<file path="config.mk">
export PLATFORM = sky130hd
export DESIGN_NAME = ow_slave_link
export DESIGN_NICKNAME = d
export VERILOG_FILES = /design/src/rtl/ow_slave_pkg.sv /design/src/rtl/ow_sync.sv /design/src/rtl/ow_timing.sv /design/src/rtl/ow_slave_link.sv
export SDC_FILE = /design/constraint.sdc
export NUM_CORES = 1
export LEC_CHECK = 0
export BUFFER_PORTS_ARGS = -buffer_cell sky130_fd_sc_hd__buf_2
export CORE_UTILIZATION = 40
export CTS_CLUSTER_DIAMETER = 30
export DETAILED_ROUTE_END_ITERATION = 8
export PLACE_DENSITY_LB_ADDON = 0.05
export SLEW_MARGIN = 10
export SYNTH_ARGS = -nofsm -noshare
export SYNTH_HDL_FRONTEND = slang
export SYNTH_SLANG_ARGS = --single-unit
</file>
<file path="constraint.sdc">
create_clock -name clk -period 8.25 [get_ports clk]
set_input_delay 0.825 -clock clk [delete_from_list [all_inputs] [get_ports clk]]
set_output_delay 0.825 -clock clk [all_outputs]
set_load 0.01 [all_outputs]
</file>
<file path="src/rtl/ow_slave_pkg.sv">
package ow_slave_pkg;

    localparam int unsigned OW_CW = 16;

    typedef logic [OW_CW-1:0] ow_cnt_t;

    typedef enum logic [2:0] {
        ST_IDLE,
        ST_LOW,
        ST_PRES_WAIT,
        ST_PRES_DRIVE,
        ST_RECOVER
    } ow_state_e;

    typedef struct packed {
        ow_cnt_t sample;
        ow_cnt_t rst_min;
        ow_cnt_t hold;
        ow_cnt_t pdh;
        ow_cnt_t pdl;
        ow_cnt_t rec;
    } ow_timing_t;

endpackage

</file>
<file path="src/rtl/ow_sync.sv">
module ow_sync #(
    parameter int   STAGES    = 2,
    parameter logic RESET_VAL = 1'b1
) (
    input  logic clk,
    input  logic rst_n,
    input  logic d,
    output logic q
);
    localparam int LAST = STAGES - 1;

    logic [STAGES-1:0] chain;

    for (genvar i = 0; i < STAGES; i++) begin : g_stage
        if (i == 0) begin : g_first
            always_ff @(posedge clk) begin
                if (!rst_n) chain[i] <= RESET_VAL;
                else        chain[i] <= d;
            end
        end else begin : g_next
            always_ff @(posedge clk) begin
                if (!rst_n) chain[i] <= RESET_VAL;
                else        chain[i] <= chain[i-1];
            end
        end
    end

    assign q = chain[LAST];

endmodule

</file>
<file path="src/rtl/ow_timing.sv">
module ow_timing
    import ow_slave_pkg::*;
#(
    parameter int STD_SAMPLE  = 30,
    parameter int STD_RST_MIN = 480,
    parameter int STD_HOLD    = 30,
    parameter int STD_PDH     = 30,
    parameter int STD_PDL     = 120,
    parameter int STD_REC     = 5,
    parameter int OD_SAMPLE   = 3,
    parameter int OD_RST_MIN  = 48,
    parameter int OD_HOLD     = 6,
    parameter int OD_PDH      = 3,
    parameter int OD_PDL      = 12,
    parameter int OD_REC      = 2
) (
    input  logic       od,
    output ow_timing_t tm
);
    localparam ow_timing_t STD_SET = '{
        sample:  ow_cnt_t'(STD_SAMPLE),
        rst_min: ow_cnt_t'(STD_RST_MIN),
        hold:    ow_cnt_t'(STD_HOLD),
        pdh:     ow_cnt_t'(STD_PDH),
        pdl:     ow_cnt_t'(STD_PDL),
        rec:     ow_cnt_t'(STD_REC)
    };

    localparam ow_timing_t OD_SET = '{
        sample:  ow_cnt_t'(OD_SAMPLE),
        rst_min: ow_cnt_t'(OD_RST_MIN),
        hold:    ow_cnt_t'(OD_HOLD),
        pdh:     ow_cnt_t'(OD_PDH),
        pdl:     ow_cnt_t'(OD_PDL),
        rec:     ow_cnt_t'(OD_REC)
    };

    always_comb begin
        tm = od ? OD_SET : STD_SET;
    end

endmodule

</file>
<file path="src/rtl/ow_slave_link.sv">
module ow_slave_link
    import ow_slave_pkg::*;
#(
    parameter int SYNC_STAGES = 2,
    parameter int STD_SAMPLE  = 30,
    parameter int STD_RST_MIN = 480,
    parameter int STD_HOLD    = 30,
    parameter int STD_PDH     = 30,
    parameter int STD_PDL     = 120,
    parameter int STD_REC     = 5,
    parameter int OD_SAMPLE   = 3,
    parameter int OD_RST_MIN  = 48,
    parameter int OD_KEEP_MAX = 80,
    parameter int OD_HOLD     = 6,
    parameter int OD_PDH      = 3,
    parameter int OD_PDL      = 12,
    parameter int OD_REC      = 2
) (
    input  logic clk,
    input  logic rst_n,
    input  logic line_in,
    output logic pull_low,
    output logic rx_valid,
    output logic rx_bit,
    input  logic tx_req,
    input  logic tx_bit,
    output logic tx_ack,
    input  logic od_req,
    output logic od_mode,
    output logic bus_reset
);
    localparam ow_cnt_t KEEP_LIM = ow_cnt_t'(OD_KEEP_MAX);
    localparam ow_cnt_t ONE      = ow_cnt_t'(1);

    ow_state_e  state, state_d;
    ow_cnt_t    cnt, cnt_d, cnt_inc;
    logic       od_q, od_d;
    logic       pend_q, pend_d;
    logic       rd_q, rd_d;
    logic       rdbit_q, rdbit_d;
    logic       rx_valid_d, rx_bit_d, tx_ack_d, bus_reset_d;
    logic       line_s;
    ow_timing_t tm;

    ow_sync #(
        .STAGES    (SYNC_STAGES),
        .RESET_VAL (1'b1)
    ) u_sync (
        .clk   (clk),
        .rst_n (rst_n),
        .d     (line_in),
        .q     (line_s)
    );

    ow_timing #(
        .STD_SAMPLE  (STD_SAMPLE),
        .STD_RST_MIN (STD_RST_MIN),
        .STD_HOLD    (STD_HOLD),
        .STD_PDH     (STD_PDH),
        .STD_PDL     (STD_PDL),
        .STD_REC     (STD_REC),
        .OD_SAMPLE   (OD_SAMPLE),
        .OD_RST_MIN  (OD_RST_MIN),
        .OD_HOLD     (OD_HOLD),
        .OD_PDH      (OD_PDH),
        .OD_PDL      (OD_PDL),
        .OD_REC      (OD_REC)
    ) u_timing (
        .od (od_q),
        .tm (tm)
    );

    // Next-state and next-value logic
    always_comb begin
        cnt_inc     = (&cnt) ? cnt : cnt + ONE;
        state_d     = state;
        cnt_d       = cnt;
        od_d        = od_q;
        pend_d      = pend_q | od_req;
        rd_d        = rd_q;
        rdbit_d     = rdbit_q;
        rx_valid_d  = 1'b0;
        rx_bit_d    = rx_bit;
        tx_ack_d    = 1'b0;
        bus_reset_d = 1'b0;

        unique case (state)
            ST_IDLE: begin
                if (!line_s) begin
                    // slot start
                    state_d  = ST_LOW;
                    cnt_d    = ONE;
                    rd_d     = tx_req;
                    rdbit_d  = tx_bit;
                    tx_ack_d = tx_req;
                    if (pend_q || od_req) begin
                        od_d   = 1'b1;
                        pend_d = 1'b0;
                    end
                end
            end
            ST_LOW: begin
                if (line_s) begin
                    cnt_d = ONE;
                    if (cnt >= tm.rst_min) begin
                        // reset accept; the undefined band falls back to standard
                        state_d     = ST_PRES_WAIT;
                        bus_reset_d = 1'b1;
                        od_d        = od_q && (cnt <= KEEP_LIM);
                        pend_d      = od_req;
                    end else begin
                        // slot end
                        state_d = ST_RECOVER;
                        if (!rd_q && cnt <= tm.sample) begin
                            rx_valid_d = 1'b1;
                            rx_bit_d   = 1'b1;
                        end
                    end
                end else begin
                    cnt_d = cnt_inc;
                    if (!rd_q && cnt == tm.sample) begin
                        rx_valid_d = 1'b1;
                        rx_bit_d   = 1'b0;
                    end
                end
            end
            ST_PRES_WAIT: begin
                if (cnt >= tm.pdh) begin
                    // presence begin
                    state_d = ST_PRES_DRIVE;
                    cnt_d   = ONE;
                end else begin
                    cnt_d = cnt_inc;
                end
            end
            ST_PRES_DRIVE: begin
                if (cnt >= tm.pdl) begin
                    // presence end
                    state_d = ST_RECOVER;
                    cnt_d   = ONE;
                end else begin
                    cnt_d = cnt_inc;
                end
            end
            ST_RECOVER: begin
                if (cnt >= tm.rec) begin
                    // ready
                    state_d = ST_IDLE;
                    cnt_d   = ONE;
                end else begin
                    cnt_d = cnt_inc;
                end
            end
            default: begin
                state_d = ST_IDLE;
                cnt_d   = ONE;
            end
        endcase
    end

    // State register
    always_ff @(posedge clk) begin
        if (!rst_n) begin
            state     <= ST_IDLE;
            cnt       <= ONE;
            od_q      <= 1'b0;
            pend_q    <= 1'b0;
            rd_q      <= 1'b0;
            rdbit_q   <= 1'b1;
            rx_valid  <= 1'b0;
            rx_bit    <= 1'b0;
            tx_ack    <= 1'b0;
            bus_reset <= 1'b0;
        end else begin
            state     <= state_d;
            cnt       <= cnt_d;
            od_q      <= od_d;
            pend_q    <= pend_d;
            rd_q      <= rd_d;
            rdbit_q   <= rdbit_d;
            rx_valid  <= rx_valid_d;
            rx_bit    <= rx_bit_d;
            tx_ack    <= tx_ack_d;
            bus_reset <= bus_reset_d;
        end
    end

    // Outputs
    always_comb begin
        pull_low = (state == ST_PRES_DRIVE) ||
                   (state == ST_LOW && rd_q && !rdbit_q && cnt < tm.hold);
        od_mode  = od_q;
    end

endmodule

</file>
==> impl_metrics.json <==
{
  "outcome": "complete, no violations",
  "critPathBufInv": 1,
  "start_util": 0.421,
  "grt_pass1_wl_um": 8140,
  "holdCritStartpoint": "u_sync.chain[0]",
  "drv_slew": 0,
  "synth_seq_area_share": 0.314,
  "setup-tns-final_ps": 0,
  "mostFrequentLayoutCell": "dfxtp_1",
  "n_antenna_cell": 0,
  "cts_hold_buf": 0,
  "critPathCaptureType": "flop",
  "critPathSlowestCell": "dfxtp_1",
  "drive_gt1_frac": 0.110,
  "largest-register": "cnt",
  "io_pins": 12,
  "ys_types": 49,
  "first_iter_violations": 123,
  "synthArstFlopShare": 0,
  "slew_headroom": 0.540,
  "fillers": 452,
  "gr-total-overflow": 0,
  "largest_reg_flops": 16,
  "syn_nets": 254,
  "multi_input_area_sq_um": 1190,
  "path_clk_slew_ps": 70,
  "vdd_drop_max_v": 0.000110,
  "htreeDepth": 2,
  "core_area_sq_um": 4380,
  "path_delay_family": "simple AND/OR/NAND/NOR gates",
  "syn-cell-area_sq_um": 1850,
  "dieArea_sq_um": 4890,
  "grt_max_degree": 18,
  "p_per_area_nw_per_um2": 178,
  "path_depth": 8,
  "cts_buffers": 5,
  "grt_setup_unrepaired": "false",
  "arrival_ps": 3310,
  "synth-main-ff-cell": "dfxtp_1",
  "min_period_over_period": 0.383,
  "post_cts_buffers": 0,
  "vias": 1807,
  "gp_congestion": 0.881,
  "period_minus_slack_ps": 3160,
  "report.power.total_w": 0.000369,
  "die_w_um": 69.9,
  "cp.required_ps": 8400,
  "start_kind": "flop",
  "clock_path_buffers": 2,
  "hp-class": "flop to flop",
  "final_cell_mix": "dfxtp_1 (29), nand2_1 (23), nor2_1 (21)",
  "dp_hpwl_um": 3570,
  "rr_endpoint": "pend_q",
  "fmax_mhz": 316,
  "port_buffers": 11,
  "hold_viol": 0,
  "yosys_warnings": 0,
  "synth-edff-count": 0,
  "ys_ff_latch": 29,
  "cap_violations": 0,
  "rows": 24,
  "wirelength_um": 4850,
  "nets": 265,
  "finalSetupViolCount": 0,
  "path_cells": "inv_1, ha_1, nor4_1, nor4_2, a31oi_2, nand2_2, nor4_1, o21ai_0",
  "reg_top3": "cnt (16), state (3)",
  "grt_antenna_before_repair": 0,
  "whs_endpoint": "u_sync.q",
  "r2r-start": "od_mode",
  "cts_root_buf": "clkbuf_8",
  "vias_per_cell": 6.06,
  "utilization": 0.471,
  "clock_sinks": 29,
  "grt_pass1_vias": 1620,
  "hold_ws_ps": 411,
  "firstDrtPassIters": 6,
  "critical_path.max_fanout": 12,
  "holdPathStages": 1,
  "drc": 0,
  "clkLatencyLatePin_ps": 280,
  "fin_skew_ps": 4.00,
  "avgRoutedWirePerCell_um": 16.3,
  "reg2reg_slack_ps": 5090,
  "r2r.worst_path.cells": 8,
  "worst_pin_slew_ps": 686,
  "postCtsResizedCells": 0,
  "gr-usage-all-layers": 0.208,
  "regArea_sq_um": 581,
  "final_antenna_net_count": 0,
  "crit_type": "flop to flop",
  "worst_path_most_repeated_cell": "nor4_1",
  "avgSynthCellArea_sq_um": 7.89,
  "die_h_um": 69.9,
  "p_leak_nw": 0.814,
  "synth_cells": 234,
  "area_growth_pct": 11.9,
  "cts_tree": "done",
  "max_stage_delay_ps": 610
}
[logic make-up (layout without fill, tap and decap cells)]
family	after synthesis	after routing	synth area share
xor gates and xnor gates	1	1	0.00474
and+or+nand+nor	113	113	0.327
buffers and inverters	17	29	0.0386
adders and majority gates	14	14	0.0949
AOI/OAI and AO/OA	60	60	0.221
DFF	29	29	0.314
[cell type report]
class	count	share of cell area
clock buffer	5	0.0333
sequential	29	0.281
timing repair buffer	11	0.0266
tap	52	0.0315
multi-input combinational	188	0.578
clock inverter	3	0.0315
inverter	10	0.0182
[per-stage QoR]
| stage | setup slack, ps | instances | cell area (sq um) |
|---|---|---|---|
| 3_3_place_gp | 5110 | 290 | 1930 |
| 3_5_place_dp | 5130 | 290 | 1930 |
| 2_1_floorplan | 5640 | 234 | 1850 |
| 6_report | 5090 | 298 | 2070 |
| 5_1_grt | 4760 | 298 | 2070 |
| 4_1_cts | 5120 | 298 | 2070 |
[cell usage after synthesis (5+ instances only)]
cell type | number | share of area
nor2_1 | 21 | 0.043
ha_1 | 14 | 0.095
clkbuf_1 | 6 | 0.012
nand3_1 | 17 | 0.046
nor3_1 | 12 | 0.033
nor4_1 | 5 | 0.017
dfxtp_1 | 29 | 0.31
a31oi_1 | 8 | 0.027
nor3b_1 | 5 | 0.020
nand2b_1 | 5 | 0.017
o21ai_0 | 6 | 0.016
a21oi_1 | 19 | 0.051
inv_1 | 10 | 0.020
nand2_1 | 23 | 0.047
[where the power goes]
group | internal (W) | switching (W)
logic | 0.0000140 | 0.0000270
clock network | 0.000120 | 0.0000573
registers | 0.000144 | 0.00000599
[metal layers]
metal | vias up | global-route usage | wire length [um]
li1 | 902 | - | -
met1 | 845 | 0.305 | 2420
met2 | 54 | 0.317 | 2080
met3 | 6 | 0.0346 | 297
met4 | 0 | 0.0467 | 44
met5 | - | 0 | 0
[worst max-delay path by stage]
stage,start,end,slack (ps)
after floorplan,cnt[9],pull_low,5640
after global placement,od_mode,pend_q,5110
after detailed placement,od_mode,pend_q,5130
after CTS,od_mode,pend_q,5120
after global routing,od_mode,pend_q,4760
final,od_mode,pend_q,5090
(Power assumes the default switching activity.)
